$ cat src/rtl/flash_op_dispatch_pkg.sv
package flash_op_dispatch_pkg;

    localparam int OP_W     = 8;
    localparam int ENTRY_W  = 13;
    localparam int DP_W     = 9;

    // fixed slot roles (index decides behaviour)
    localparam int SLOT_STAT_LO = 0;
    localparam int SLOT_STAT_HI = 2;
    localparam int SLOT_IDENT   = 3;
    localparam int SLOT_PARAMS  = 4;
    localparam int SLOT_ADDR_EN = 5;
    localparam int SLOT_ADDR_EX = 6;
    localparam int SLOT_WL_SET  = 7;
    localparam int SLOT_WL_CLR  = 8;
    localparam int SLOT_GENERIC = 9;

    // datapath select bit positions
    localparam int DP_STATUS  = 0;
    localparam int DP_IDENT   = 1;
    localparam int DP_PARAMS  = 2;
    localparam int DP_READ    = 3;
    localparam int DP_UPLOAD  = 4;
    localparam int DP_ADDR_EN = 5;
    localparam int DP_ADDR_EX = 6;
    localparam int DP_WL_SET  = 7;
    localparam int DP_WL_CLR  = 8;

    localparam logic [1:0] MODE_FLASH = 2'b01;
    localparam logic [1:0] MODE_PASS  = 2'b10;

    localparam logic [1:0] PIPE_HALF = 2'b01;
    localparam logic [1:0] PIPE_FULL = 2'b10;

    typedef struct packed {
        logic            valid;
        logic [OP_W-1:0] opcode;
        logic            is_read;
        logic            upload;
        logic [1:0]      pipe;
    } cmd_entry_t;

    typedef enum logic [3:0] {
        ST_IDLE     = 4'd0,
        ST_STATUS   = 4'd1,
        ST_IDENT    = 4'd2,
        ST_PARAMS   = 4'd3,
        ST_READ     = 4'd4,
        ST_UPLOAD   = 4'd5,
        ST_ADDRMODE = 4'd6,
        ST_WRLATCH  = 4'd7,
        ST_DRAIN    = 4'd8
    } disp_state_e;

endpackage

$ cat src/rtl/fod_slot_match.sv
module fod_slot_match
    import flash_op_dispatch_pkg::*;
#(
    parameter int NUM_ENTRIES = 16
) (
    input  logic [NUM_ENTRIES-1:0] ent_valid_i,
    input  logic [OP_W-1:0]        ent_opcode_i [NUM_ENTRIES],
    input  logic [OP_W-1:0]        rx_byte_i,
    input  logic                   busy_i,
    output logic [NUM_ENTRIES-1:0] hit_o
);

    for (genvar i = 0; i < NUM_ENTRIES; i++) begin : g_slot
        logic eq;
        assign eq = ent_valid_i[i] && (ent_opcode_i[i] == rx_byte_i);
        if (i >= SLOT_ADDR_EN && i <= SLOT_WL_CLR) begin : g_gated
            assign hit_o[i] = eq && !busy_i;
        end else begin : g_open
            assign hit_o[i] = eq;
        end
    end

endmodule

$ cat src/rtl/fod_first_hit.sv
module fod_first_hit #(
    parameter int N = 16
) (
    input  logic [N-1:0] hit_i,
    output logic [N-1:0] win_oh_o
);

    always_comb begin
        logic taken;
        taken    = 1'b0;
        win_oh_o = '0;
        for (int i = 0; i < N; i++) begin
            win_oh_o[i] = hit_i[i] && !taken;
            taken       = taken | hit_i[i];
        end
    end

endmodule

$ cat src/rtl/flash_op_dispatch.sv
module flash_op_dispatch
    import flash_op_dispatch_pkg::*;
#(
    parameter int NUM_ENTRIES = 16
) (
    input  logic                           clk_i,
    input  logic                           rst_ni,
    input  logic [1:0]                     mode_i,
    input  logic [7:0]                     rx_byte_i,
    input  logic                           rx_valid_i,
    input  logic                           busy_i,
    input  logic                           icpt_status_i,
    input  logic                           icpt_jedec_i,
    input  logic                           icpt_sfdp_i,
    input  logic [NUM_ENTRIES*13-1:0]      cmd_table_i,
    output logic [3:0]                     state_o,
    output logic [8:0]                     dp_sel_o,
    output logic                           cmd_valid_o,
    output logic [7:0]                     cmd_opcode_o,
    output logic                           cmd_read_o,
    output logic                           cmd_upload_o,
    output logic [1:0]                     cmd_pipe_o,
    output logic                           pipe_two_stage_o
);

    localparam int LAST_SLOT = NUM_ENTRIES - 1;

    cmd_entry_t             tbl [NUM_ENTRIES];
    logic [NUM_ENTRIES-1:0] ent_valid;
    logic [OP_W-1:0]        ent_opcode [NUM_ENTRIES];
    logic [NUM_ENTRIES-1:0] hit;
    logic [NUM_ENTRIES-1:0] win_oh;
    cmd_entry_t             win_ent;

    disp_state_e            state_q, state_d;
    logic [DP_W-1:0]        sel_q, sel_d;
    cmd_entry_t             cmd_q;
    logic                   active, decode_go;

    for (genvar i = 0; i < NUM_ENTRIES; i++) begin : g_unpack
        assign tbl[i]        = cmd_entry_t'(cmd_table_i[i*ENTRY_W +: ENTRY_W]);
        assign ent_valid[i]  = tbl[i].valid;
        assign ent_opcode[i] = tbl[i].opcode;
    end

    fod_slot_match #(.NUM_ENTRIES(NUM_ENTRIES)) u_match (
        .ent_valid_i  (ent_valid),
        .ent_opcode_i (ent_opcode),
        .rx_byte_i    (rx_byte_i),
        .busy_i       (busy_i),
        .hit_o        (hit)
    );

    fod_first_hit #(.N(NUM_ENTRIES)) u_pick (
        .hit_i    (hit),
        .win_oh_o (win_oh)
    );

    always_comb begin
        win_ent = '0;
        for (int i = 0; i < NUM_ENTRIES; i++) begin
            if (win_oh[i]) win_ent = cmd_entry_t'(win_ent | tbl[i]);
        end
    end

    assign active    = (mode_i == MODE_FLASH) || (mode_i == MODE_PASS);
    assign decode_go = (state_q == ST_IDLE) && active && rx_valid_i;

    // routing of the winning slot to a handler
    always_comb begin
        logic in_flash;
        in_flash = (mode_i == MODE_FLASH);
        state_d  = ST_DRAIN;
        sel_d    = '0;
        if (|win_oh[SLOT_STAT_HI:SLOT_STAT_LO]) begin
            if (in_flash || icpt_status_i) begin
                state_d          = ST_STATUS;
                sel_d[DP_STATUS] = 1'b1;
            end
        end else if (win_oh[SLOT_IDENT]) begin
            if (in_flash || icpt_jedec_i) begin
                state_d         = ST_IDENT;
                sel_d[DP_IDENT] = 1'b1;
            end
        end else if (win_oh[SLOT_PARAMS]) begin
            if (in_flash || icpt_sfdp_i) begin
                state_d          = ST_PARAMS;
                sel_d[DP_PARAMS] = 1'b1;
            end
        end else if (win_oh[SLOT_ADDR_EN] || win_oh[SLOT_ADDR_EX]) begin
            state_d = ST_ADDRMODE;
            if (win_oh[SLOT_ADDR_EN]) sel_d[DP_ADDR_EN] = 1'b1;
            else                      sel_d[DP_ADDR_EX] = 1'b1;
        end else if (win_oh[SLOT_WL_SET] || win_oh[SLOT_WL_CLR]) begin
            state_d = ST_WRLATCH;
            if (win_oh[SLOT_WL_SET]) sel_d[DP_WL_SET] = 1'b1;
            else                     sel_d[DP_WL_CLR] = 1'b1;
        end else if (|win_oh[LAST_SLOT:SLOT_GENERIC]) begin
            if (win_ent.is_read) begin
                state_d        = ST_READ;
                sel_d[DP_READ] = 1'b1;
            end else if (win_ent.upload && !busy_i) begin
                state_d          = ST_UPLOAD;
                sel_d[DP_UPLOAD] = 1'b1;
            end
        end
    end

    // state register
    always_ff @(posedge clk_i or negedge rst_ni) begin
        if (!rst_ni) begin
            state_q <= ST_IDLE;
        end else if (decode_go) begin
            state_q <= state_d;
        end
    end

    // output registers
    always_ff @(posedge clk_i or negedge rst_ni) begin
        if (!rst_ni) begin
            sel_q <= '0;
            cmd_q <= '0;
        end else if (decode_go) begin
            sel_q <= sel_d;
            cmd_q <= win_ent;
        end
    end

    assign state_o          = state_q;
    assign dp_sel_o         = sel_q;
    assign cmd_valid_o      = cmd_q.valid;
    assign cmd_opcode_o     = cmd_q.opcode;
    assign cmd_read_o       = cmd_q.is_read;
    assign cmd_upload_o     = cmd_q.upload;
    assign cmd_pipe_o       = cmd_q.pipe;
    assign pipe_two_stage_o = (cmd_q.pipe == PIPE_HALF) || (cmd_q.pipe == PIPE_FULL);

endmodule

$ cat config.mk
export PLATFORM = sky130hd
export DESIGN_NAME = flash_op_dispatch
export DESIGN_NICKNAME = d
export VERILOG_FILES = /design/src/rtl/flash_op_dispatch_pkg.sv /design/src/rtl/fod_slot_match.sv /design/src/rtl/fod_first_hit.sv /design/src/rtl/flash_op_dispatch.sv
export SDC_FILE = /design/constraint.sdc
export NUM_CORES = 1
export LEC_CHECK = 0
export BUFFER_PORTS_ARGS = -buffer_cell sky130_fd_sc_hd__buf_4
export CAP_MARGIN = 20
export CORE_MARGIN = 4
export CORE_UTILIZATION = 25
export CTS_BUF_LIST = sky130_fd_sc_hd__clkbuf_8
export DETAILED_ROUTE_END_ITERATION = 7
export PLACE_DENSITY = 0.56
export SYNTH_ARGS = -nofsm -noshare
export SYNTH_HDL_FRONTEND = slang
export SYNTH_SLANG_ARGS = --single-unit
$ cat constraint.sdc
create_clock -name clk_i -period 3.8 [get_ports clk_i]
set_input_delay 0.76 -clock clk_i [delete_from_list [all_inputs] [get_ports clk_i]]
set_output_delay 0.76 -clock clk_i [all_outputs]
set_load 0.01 [all_outputs]
# Yosys cells after proc, flatten, opt, wreduce, memory -nomap -nowiden
# Cells that the tools add are included.
# totals
in_bits,225
output_inout_bits,27
wordCells,169
reg_bits,26
# op_classes
eq_ne,20
n_bitwise,29
n_mux,49
n_reduce_logical,64
# ops
operator,n
$mux 13,16
$or 13x13->13,15
$eq 8x8->1,16
$mux 4,11
$logic_and 1x1->1,38
$logic_not 1->1,16
$or 1x1->1,14
$mux 1,13
$mux 2,6
$mux 8,1
$logic_or 1x1->1,7
$mux 7,1
$reduce_or 7->1,1
$mux 6,1
$eq 2x1->1 const B,2
$eq 2x2->1 const B,2
$logic_not 4->1,1
$reduce_or 3->1,1

# Depth between registers and ports, before layout
# Gate-level depths: netlist of the first run.
# depth
ltp_word,42
depth_mapped,14
depth_no_buf,9

# Modules after synthesis
# A second synthesis of the first run with hierarchy kept.
# unflattened
cells_unflattened,533
hier_area_um2,4370.4
# modules_own_cells
mod,n_inst,area_each_um2,seq_area_each_um2,cells_each
flash_op_dispatch,1,2282.2,650.6,282
fod_slot_match,1,1829.3,0.0,220
fod_first_hit,1,259.0,0.0,31

# Least setup slack after synthesis of the first run
# No wires, ideal clock.
# synth_timing
path_type,input-to-reg
startpoint,input rx_byte_i[7]
endpoint,"register sel_q[4], in the netlist dp_sel_o[4]"
path_slack_ns,0.369
required_ns,3.724
t_arrival_ns,3.355
path_stages,13
n_path_buf,4
setup_ns,0.076
cell_sequence,buf_4 > xor2_1 > nor4_1 > and3_4 > buf_6 > or4b_4 > buf_6 > or3_1 > buf_2 > o32a_1 > a31oi_1 > or3b_1 > o21ai_1
# synth_between
elab_chain_len,42
word_cells_on_any_way,124
cone_classes,eq/ne (16); mux (24); bitwise (29); reduce/logical (55)
# synth_lines
item,line,rtl
from (decl),flash_op_dispatch.sv:9,"input logic [7:0] rx_byte_i,"
$eq 8x8->1,fod_slot_match.sv:15,assign eq = ent_valid_i[i] && (ent_opcode_i[i] == rx_byte_i);
$logic_and 1x1->1,fod_slot_match.sv:15,
$mux 13 or $logic_not 1->1 (tied branches),"flash_op_dispatch.sv:62, fod_first_hit.sv:13",
$or 13x13->13 or $logic_and 1x1->1 (tied branches),"flash_op_dispatch.sv:62, fod_first_hit.sv:13",
$mux 13,flash_op_dispatch.sv:62,if (win_oh[i]) win_ent = cmd_entry_t'(win_ent | tbl[i]);
$or 13x13->13,flash_op_dispatch.sv:62,
$mux 13,flash_op_dispatch.sv:62,
$or 13x13->13,flash_op_dispatch.sv:62,
[26 not listed],n/a,
$mux 1,flash_op_dispatch.sv:102,end else if (win_ent.upload && !busy_i) begin
$mux 1,flash_op_dispatch.sv:99,if (win_ent.is_read) begin
$mux 2,flash_op_dispatch.sv:98,end else if (|win_oh[LAST_SLOT:SLOT_GENERIC]) begin
$mux 2,flash_op_dispatch.sv:94,end else if (win_oh[SLOT_WL_SET] || win_oh[SLOT_WL_CLR]) begin
$mux 2,flash_op_dispatch.sv:90,end else if (win_oh[SLOT_ADDR_EN] || win_oh[SLOT_ADDR_EX]) begin
$mux 6,flash_op_dispatch.sv:85,end else if (win_oh[SLOT_PARAMS]) begin
$mux 7,flash_op_dispatch.sv:80,end else if (win_oh[SLOT_IDENT]) begin
$mux 8 *,flash_op_dispatch.sv:75,if (|win_oh[SLOT_STAT_HI:SLOT_STAT_LO]) begin
to (signal assigned),flash_op_dispatch.sv:124,sel_q <= sel_d;
to (decl),flash_op_dispatch.sv:36,"logic [DP_W-1:0] sel_q, sel_d;"
# Mark *: on every way between the ends. The rest lies on a longest branch, timed or not.
# A chain may end at the register's enable or synchronous reset.

# Worst setup path after layout of the first run
# layout_timing
startpoint,input rx_byte_i[4]
endpoint,register cmd_q (netlist bit cmd_opcode_o[1])
# layout_between
elab_chain_len,33
word_cells_on_any_way,111
cone_classes,eq/ne (16); mux (16); bitwise (29); reduce/logical (50)
# layout_lines
item,line,rtl
$eq 8x8->1,fod_slot_match.sv:15,
$logic_and 1x1->1,fod_slot_match.sv:15,
$mux 13 or $logic_not 1->1 (tied branches),"flash_op_dispatch.sv:62, fod_first_hit.sv:13",
$or 13x13->13 or $logic_and 1x1->1 (tied branches),"flash_op_dispatch.sv:62, fod_first_hit.sv:13",
$mux 13,flash_op_dispatch.sv:62,
$or 13x13->13,flash_op_dispatch.sv:62,
$mux 13,flash_op_dispatch.sv:62,
$or 13x13->13,flash_op_dispatch.sv:62,
[17 not listed],n/a,
$or 13x13->13,flash_op_dispatch.sv:62,
$mux 13,flash_op_dispatch.sv:62,
$or 13x13->13,flash_op_dispatch.sv:62,
$mux 13,flash_op_dispatch.sv:62,
$or 13x13->13,flash_op_dispatch.sv:62,
$mux 13,flash_op_dispatch.sv:62,
$or 13x13->13,flash_op_dispatch.sv:62,
$mux 13 *,flash_op_dispatch.sv:62,
to (signal assigned),flash_op_dispatch.sv:125,cmd_q <= win_ent;
to (decl),flash_op_dispatch.sv:37,cmd_entry_t cmd_q;
# Marked as above.

==> results of run 1 <==
## power by group
part / switching, mW / internal (mW)
combinational: 0.354 / 0.412
sequential: 0.0613 / 0.345
clock: 0.111 / 0.142
## sequential cells by signal, indices dropped and copies added (netlist names)
name / flops
dp_sel_o: 9
cmd_upload_o: 1
state_o: 4
cmd_valid_o: 1
cmd_pipe_o: 2
cmd_opcode_o: 8
cmd_read_o: 1
## layer usage
layer	track usage	vias to the layer above
met3	0.0423	38
met1	0.297	2513
met4	0.0599	0
met2	0.389	288
li1	-	2557
met5	0	-
## worst max-delay path, cell delays in order
cell and delay [ns]:
buf_4 0.22, xor2_1 0.17, nor4_1 0.08, and3_1 0.22
or4b_4 0.55, nor4_1 0.56, and3b_1 0.52, a22o_1 0.20
a221oi_1 0.07, buf_4 0.17, a31oi_1 0.17
## how the worst max path moves through the flow
stage	startpoint	to	slack, ns
after floorplan	rx_byte_i[7]	dp_sel_o[4]	0.37
after global placement	rx_byte_i[6]	cmd_opcode_o[5]	0.01
after detailed placement	rx_byte_i[0]	cmd_opcode_o[5]	-0.02
after CTS	rx_byte_i[6]	cmd_opcode_o[5]	0.30
after global routing	rx_byte_i[1]	cmd_opcode_o[5]	0.11
final	rx_byte_i[4]	cmd_opcode_o[1]	0.31
## cells by family (layout without fill, tap and decap cells)
logic type                 after synthesis  after routing  synth area share
buffers and inverters                   45            313            0.0602
muxes                                    3              3           0.00752
AOI/OAI and AO/OA                      133            133             0.236
xor gates and xnor gates               129            129             0.272
DFF                                     26             26             0.156
adders and majority gates                1              1           0.00301
and+or+nand+nor                        212            212             0.265
## stage by stage
step | TNS [ns] | hold WS (ns) | cells | worst slack, ns | total power [mW]
after detailed placement | -0.0181 | 0.457 | 1028 | -0.0152 | 1.18
after global placement | 0 | 0.457 | 1028 | 0.0120 | 1.18
after CTS | 0 | 0.375 | 1032 | 0.301 | 1.44
final | 0 | 0.375 | 1033 | 0.307 | 1.43
after floorplan | 0 | 0.464 | 549 | 0.369 | 0.713
after global routing | 0 | 0.390 | 1033 | 0.109 | 1.51
## synth_stat cells (all sizes together), types with 2 or more instances
library cell | n | area share
xnor2 | 69 | 0.15
o31ai | 2 | 0.0036
a211oi | 6 | 0.011
xor2 | 60 | 0.13
a21oi | 19 | 0.023
clkbuf | 15 | 0.014
o21ai | 15 | 0.018
and3 | 10 | 0.016
or3 | 3 | 0.0045
mux2i | 2 | 0.0048
nor2 | 36 | 0.033
o32a | 4 | 0.0096
a22oi | 25 | 0.045
nor4 | 14 | 0.023
nor2b | 2 | 0.0030
a2bb2oi | 2 | 0.0042
nand3 | 24 | 0.029
buf | 23 | 0.040
and2 | 3 | 0.0045
nor3b | 7 | 0.015
and3b | 2 | 0.0042
a31oi | 12 | 0.018
and4 | 2 | 0.0042
a21o | 3 | 0.0054
a221oi | 15 | 0.032
nand4 | 15 | 0.023
nand2 | 59 | 0.053
or3b | 2 | 0.0042
a22o | 15 | 0.032
inv | 7 | 0.0063
o221a | 2 | 0.0054
a211o | 2 | 0.0042
a221o | 7 | 0.017
nor4b | 2 | 0.0042
dfrtp | 26 | 0.16
nor3 | 22 | 0.026
nand3b | 5 | 0.0090
## final cells by class
class	instances	area [um^2]	share of cell area
multi-input cells	478	3270	0.499
repair buffers	302	2260	0.346
flip-flops and latches	26	651	0.0993
well taps	216	270	0.0413
clock buffers	3	41.3	0.00630
clock inverters	1	30.0	0.00458
inverters	7	26.3	0.00401
==> impl_metrics.py, run 1 <==
metrics = {
    "run_status": {
        "status": "completed",
    },
    "drt": {
        "drtIter0Drc": 382,
        "avgViaCountPerCell": 5.22,
        "drtPass1Iterations": 5,
        "ant_nets": 0,
        "routed_wl_mm": 22.5,
        "num_vias": 5396,
        "top_layer_used": "met4",
        "m1WireLength_mm": 9.46,
        "wl_met3_mm": 1.79,
        "wl_met2_mm": 10.8,
        "drcViolationCount": 0,
        "wl_per_cell_um": 21.8,
    },
    "sta": {
        "tightest_slew_ns": 0.781,
        "slew_violations": 0,
        "rsz0062_at_grt": "false",
        "slew-limit-headroom": 0.472,
        "hold_violations": 0,
        "final.min_clock_period_ns": 3.49,
        "post-route-period-util": 0.919,
        "max_freq_ghz": 0.286,
        "setup_viol": 0,
        "fin_skew_ns": 0.00357,
    },
    "clock_tree": {
        "clock_latency_ns": 0.29,
        "cts_tree": "built",
        "cts_buffer_depth": 2,
        "path_clk_slew_ns": 0.11,
        "htree_num_levels": 1,
        "cts_setup_buffers": 0,
        "cts_buffers": 3,
        "root_buffer": "clkbuf_8",
        "cts_resized": 0,
        "clock_sinks": 26,
        "holdBufCountCts": 0,
    },
    "grt": {
        "antenna_found_initial": 0,
        "grtUsageTotal": 0.229,
        "grt_pass1_vias": 5566,
        "grt_max_degree": 27,
        "overflow": 0,
        "grt_pass1_wl_mm": 32.3,
    },
    "finish": {
        "final_cell_mix": "buf_4, xnor2_1, xor2_1",
        "design_area_mm2": 0.00655,
        "synthToLayoutAreaGrowth_pct": 57.6,
        "num_antenna_cells": 0,
        "final_util": 0.407,
        "fin_nets": 1044,
        "fill_cells": 1768,
        "final_common_cell": "buf_4",
        "drive_above_1_share": 0.388,
    },
    "job": {
        "drv_cap": 0,
    },
    "setup_path": {
        "crit_type": "in -> reg",
        "critPathMaxFanout": 10,
        "cp-end-kind": "flip-flop",
        "r2r_cells": 6,
        "r2r-start": "state_o[1]",
        "reg2reg_slack_ns": 1.03,
        "rr_endpoint": "cmd_pipe_o[0]",
        "cp.arrival_ns": 3.71,
        "crit_required_ns": 4.01,
        "startpoint_type": "input port",
    },
    "yosys": {
        "synthCells": 549,
        "syn_nets": 775,
        "synthFlopType": "dfrtp_1",
        "async_flop_share": 1.00,
        "ys_ff_latch": 26,
        "ys.warnings.count": 0,
        "synth_seq_area_share": 0.156,
        "ys_types": 56,
        "synth_edf_count": 0,
        "avgSynthCellArea_um2": 7.57,
        "synth_area_mm2": 0.00416,
    },
    "pwr": {
        "pwr_density_cell_mw_per_mm2": 218,
        "vdd_ir_drop_max_mv": 0.180,
        "power_leakage_nw": 2.95,
    },
    "die": {
        "core_area_mm2": 0.0161,
        "pin_count": 252,
        "die_h_um": 137,
        "dieWidth_um": 137,
        "start_util": 0.258,
        "dieArea_mm2": 0.0188,
        "std_cell_rows": 46,
    },
    "placed_design": {
        "gp_congestion": 0.944,
        "portBuffers": 251,
        "dpl.hpwl_mm": 19.3,
        "postPlaceCellArea_mm2": 0.00647,
    },
    "min_path": {
        "worst_hold_path_type": "in -> async",
    },
}
Power figures use the tool's default switching activity.
==> run 2, diff against run 1 <==
--- a/config.mk
+++ b/config.mk
@@ -11,7 +11,7 @@
 export CORE_UTILIZATION = 25
 export CTS_BUF_LIST = sky130_fd_sc_hd__clkbuf_8
 export DETAILED_ROUTE_END_ITERATION = 7
-export PLACE_DENSITY = 0.56
+export PLACE_DENSITY = 0.51
 export SYNTH_ARGS = -nofsm -noshare
 export SYNTH_HDL_FRONTEND = slang
 export SYNTH_SLANG_ARGS = --single-unit
==> impl_metrics.py, run 2 (synthesis gave the netlist of run 1 again) <==
metrics = {
    "pwr": {
        "power_mw": 1.32,
        "internal_power_mw": 0.825,
        "pwr_density_cell_mw_per_mm2": 204,
        "netSwitchingFraction": 0.376,
        "power_leakage_nw": 2.91,
        "vdd_ir_drop_max_mv": 0.116,
        "p_switching_mw": 0.498,
        "clkPwrFrac": 0.125,
        "pwr-share-comb": 0.572,
        "seq_power_share": 0.303,
    },
    "sta": {
        "post-route-period-util": 0.968,
        "slew-limit-headroom": 0.434,
        "rsz0062_at_grt": "false",
        "slew_violations": 0,
        "final.min_clock_period_ns": 3.68,
        "hold_violations": 0,
        "tightest_slew_ns": 0.836,
        "setup_viol": 0,
        "fin_skew_ns": 0.00730,
        "max_freq_ghz": 0.272,
        "fin_setup_tns_ns": 0,
    },
    "die": {
        "core_area_mm2": 0.0161,
        "pin_count": 252,
        "dieArea_mm2": 0.0188,
        "dieWidth_um": 137,
        "die_h_um": 137,
        "std_cell_rows": 46,
        "start_util": 0.258,
    },
    "setup_path": {
        "startpoint_type": "input port",
        "cp.arrival_ns": 3.88,
        "timing.critical_path.from": "rx_byte_i[5]",
        "crit_end": "cmd_opcode_o[5]",
        "reg2reg_slack_ns": 1.32,
        "r2r-start": "state_o[1]",
        "critPathMaxFanout": 16,
        "cp-end-kind": "flip-flop",
        "r2r_cells": 7,
        "crit_required_ns": 4.01,
        "rr_endpoint": "cmd_opcode_o[0]",
        "crit_type": "in -> reg",
    },
    "grt": {
        "antenna_found_initial": 0,
        "grtUsageTotal": 0.232,
        "grt_use_met1": 0.287,
        "overflow": 0,
        "grt_pass1_vias": 5740,
        "grt_max_degree": 27,
        "grt_use_met2": 0.412,
        "grt_pass1_wl_mm": 32.7,
        "grt-busiest-layer": "met2",
        "met3_usage": 0.0316,
    },
    "finish": {
        "largest_register_ffs": 9,
        "num_antenna_cells": 0,
        "drive_above_1_share": 0.381,
        "fill_cells": 1720,
        "multi_input_area_mm2": 0.00326,
        "synthToLayoutAreaGrowth_pct": 55.7,
        "final_cell_mix": "buf_4, xnor2_1, xor2_1",
        "fin_nets": 1038,
        "regArea_um2": 651,
        "design_area_mm2": 0.00647,
        "final_common_cell": "buf_4",
    },
    "clock_tree": {
        "cts_setup_buffers": 0,
        "htree_num_levels": 1,
        "cts_buffers": 3,
        "cts_tree": "built",
        "clock_sinks": 26,
        "holdBufCountCts": 0,
        "path_clk_slew_ns": 0.10,
        "cts_buffer_depth": 2,
        "root_buffer": "clkbuf_8",
        "cts_resized": 0,
        "clock_latency_ns": 0.28,
    },
    "min_path": {
        "worst_hold_path_type": "in -> async",
    },
    "drt": {
        "wl_per_cell_um": 22.2,
        "ant_nets": 0,
        "drtPass1Iterations": 6,
        "num_vias": 5375,
        "avgViaCountPerCell": 5.24,
        "routed_wl_mm": 22.8,
        "drcViolationCount": 0,
        "drtIter0Drc": 268,
    },
    "placed_design": {
        "portBuffers": 251,
        "gp_congestion": 0.914,
        "postPlaceCellArea_mm2": 0.00643,
        "dpl.hpwl_mm": 19.6,
    },
    "job": {
        "drv_cap": 0,
    },
    "run_status": {
        "status": "completed",
    },
}
[run 2: changes by cell type in the layout (fill, tap and decap cells not counted), sizes merged]
| cell | delta |
|---|---|
| buf | -6 |
| bufinv | -1 |
[run 2: worst max-delay path, cell delays in order]
cell      delay [ns]
buf_4           0.28
xor2_1          0.19
nor4_1          0.08
and3_1          0.20
or4b_4          0.55
or3_1           0.40
nor4bb_2        0.78
buf_4           0.26
nand2_1         0.05
and3_1          0.17
a31oi_1         0.13
[run 2: area by class of cell]
| cell class | instances | share of cell area |
|---|---|---|
| Tap cell | 216 | 0.0417 |
| Inverter | 7 | 0.00406 |
| Sequential cell | 26 | 0.101 |
| Clock buffer | 3 | 0.00638 |
| Timing Repair Buffer | 296 | 0.343 |
| Multi-Input combinational cell | 478 | 0.504 |
[run 2: worst min path at each step]
| stage | startpoint | endpoint | depth (start not counted) |
|---|---|---|---|
| CTS | rst_ni | dp_sel_o[1] | 1 |
| detailed placement | dp_sel_o[8] | dp_sel_o[8] | 2 |
| global placement | dp_sel_o[7] | dp_sel_o[7] | 2 |
| floorplan | rst_ni | cmd_opcode_o[0] | 0 |
| global route | rst_ni | dp_sel_o[7] | 1 |
| finish | rst_ni | dp_sel_o[2] | 1 |
[run 2: metal layers]
metal / routed length (um) / vias to the layer above
li1: - / 2543
met1: 9220 / 2536
met2: 11300 / 250
met3: 1500 / 46
met4: 713 / 0
met5: 0 / -
[run 2: power groups by stage]
stage                     combinational, mW  clock [mW]  sequential, mW
after CTS                             0.764       0.173           0.402
final                                 0.756       0.165           0.401
after global routing                  0.816       0.183           0.410
after global placement                0.764           0           0.405
after floorplan                       0.289           0           0.423
after detailed placement              0.763           0           0.408
[run 2: metrics by stage]
step / std cells / hold WS [ns] / utilization / setup WS (ns)
floorplan: 549 / 0.464 / - / 0.369
global placement: 1023 / 0.458 / 0.399 / -0.0435
detailed placement: 1023 / 0.467 / 0.399 / -0.116
CTS: 1026 / 0.391 / 0.402 / 0.185
global route: 1026 / 0.408 / 0.402 / 0.00592
finish: 1026 / 0.389 / 0.402 / 0.122
==> run 3, diff against run 2 <==
--- a/config.mk
+++ b/config.mk
@@ -7,6 +7,7 @@
 export LEC_CHECK = 0
 export BUFFER_PORTS_ARGS = -buffer_cell sky130_fd_sc_hd__buf_4
 export CAP_MARGIN = 20
+export CORE_ASPECT_RATIO = 0.8
 export CORE_MARGIN = 4
 export CORE_UTILIZATION = 25
 export CTS_BUF_LIST = sky130_fd_sc_hd__clkbuf_8
==> impl_metrics.py, run 3 (synthesis gave the netlist of run 1 again) <==
metrics = {
    "finish": {
        "final_common_cell": "buf_4",
        "num_antenna_cells": 0,
        "fin_nets": 1046,
        "fill_cells": 1728,
        "multi_input_area_mm2": 0.00327,
        "drive_above_1_share": 0.389,
        "largest_register_ffs": 9,
        "final_util": 0.411,
        "final_cell_mix": "buf_4, xnor2_1, xor2_1",
        "regArea_um2": 651,
        "synthToLayoutAreaGrowth_pct": 58.9,
    },
    "min_path": {
        "worst_hold_path_type": "in -> async",
    },
    "placed_design": {
        "gp_congestion": 0.926,
        "dpl.hpwl_mm": 20.3,
        "portBuffers": 251,
    },
    "clock_tree": {
        "cts_buffers": 3,
        "clock_sinks": 26,
        "cts_resized": 0,
        "htree_num_levels": 1,
        "path_clk_slew_ns": 0.11,
        "cts_buffer_depth": 2,
        "root_buffer": "clkbuf_8",
        "clock_latency_ns": 0.29,
        "holdBufCountCts": 0,
        "cts_setup_buffers": 0,
        "cts_tree": "built",
    },
    "pwr": {
        "vdd_ir_drop_max_mv": 0.140,
        "power_mw": 1.41,
        "power_leakage_nw": 2.98,
        "pwr_density_cell_mw_per_mm2": 214,
    },
    "job": {
        "drv_cap": 0,
    },
    "sta": {
        "tightest_slew_ns": 0.895,
        "setup_viol": 0,
        "fin_setup_tns_ns": 0,
        "max_freq_ghz": 0.275,
        "post-route-period-util": 0.956,
        "hold_violations": 0,
        "rsz0062_at_grt": "false",
        "final.min_clock_period_ns": 3.63,
        "whs_ns": 0.374,
        "fin_skew_ns": 0.00711,
        "slew_violations": 0,
        "slew-limit-headroom": 0.402,
    },
    "drt": {
        "ant_nets": 0,
        "avgViaCountPerCell": 5.24,
        "drtIter0Drc": 316,
        "drcViolationCount": 0,
        "drtPass1Iterations": 4,
        "routed_wl_mm": 23.2,
        "num_vias": 5414,
        "wl_per_cell_um": 22.4,
    },
    "die": {
        "dieArea_mm2": 0.0188,
        "die_h_um": 123,
        "start_util": 0.259,
        "pin_count": 252,
        "core_area_mm2": 0.0161,
        "dieWidth_um": 152,
        "std_cell_rows": 41,
    },
    "setup_path": {
        "startpoint_type": "input port",
        "cp-end-kind": "flip-flop",
        "path_cells": "buf_4 -> xor2_1 -> nor3b_1 -> and3_1 -> or4b_4 -> or3_1 -> nor4bb_2 -> buf_4 -> nand2_1 -> and3_1 -> a31oi_1",
        "crit_required_ns": 4.02,
        "cp_slowest_cell": "nor4bb_2",
        "critPathMaxFanout": 13,
        "crit_type": "in -> reg",
        "critPathMaxStageDelay_ns": 0.79,
        "cp.arrival_ns": 3.86,
    },
    "grt": {
        "antenna_found_initial": 0,
        "grt_pass1_wl_mm": 33.8,
        "grtUsageTotal": 0.235,
        "overflow": 0,
        "grt_pass1_vias": 5639,
        "grt_max_degree": 27,
    },
    "run_status": {
        "status": "completed",
    },
}
run 3: cell types whose count changed in the layout (fill, tap and decap cells not counted):
cell       delta
nor3b_2       +1
bufinv_16     +1
buf_4         +5
nor3b_1       -1
buf_12        +3
run 3: per-layer routing:
metal	vias to the layer above	global-route usage	share of wire
li1	2570	-	-
met1	2561	0.320	0.46
met2	254	0.381	0.44
met3	29	0.0591	0.074
met4	0	0.0472	0.019
met5	-	0	0
run 3: per-stage QoR:
| stage | cells | worst slack [ns] | cell area (um^2) |
|---|---|---|---|
| 5_1_grt | 1034 | 0.0659 | 6610 |
| 4_1_cts | 1034 | 0.224 | 6610 |
| 2_1_floorplan | 549 | 0.369 | 4160 |
| 6_report | 1034 | 0.166 | 6610 |
| 3_3_place_gp | 1030 | -0.00846 | 6530 |
| 3_5_place_dp | 1030 | -0.0830 | 6530 |
run 3: report_power, final:
part           internal, mW  leakage (nW)  switching [mW]
combinational         0.414          2.61           0.354
clock                 0.142        0.0357           0.106
sequential            0.345         0.336          0.0546
run 3: final timing paths:
path / from / to / slack (ns) / depth (start not counted)
max: rx_byte_i[3] / cmd_opcode_o[5] / 0.17 / 11
min reg2reg: dp_sel_o[8] / dp_sel_o[8] / 0.49 / 2
min: rst_ni / dp_sel_o[2] / 0.37 / 1
max reg2reg: state_o[1] / cmd_opcode_o[0] / 1.36 / 7
max in group asynchronous: rst_ni / dp_sel_o[7] / 3.15 / 1
min in group clk_i: dp_sel_o[8] / dp_sel_o[8] / 0.49 / 2
run 3: cell type report:
class                      count  share of cell area
timing repair buffer         304               0.351
inverter                       7             0.00398
multi-input combinational    478               0.495
clock inverter                 1             0.00455
sequential                    26              0.0985
tap                          215              0.0407
clock buffer                   3             0.00625
run 3: critical path, delay by kind of cell:
family	cells	cell delay (ns)
xor gates and xnor gates	1	0.18
AOI/OAI and AO/OA	1	0.11
buffers and inverters	2	0.53
and+or+nand+nor	7	2.27
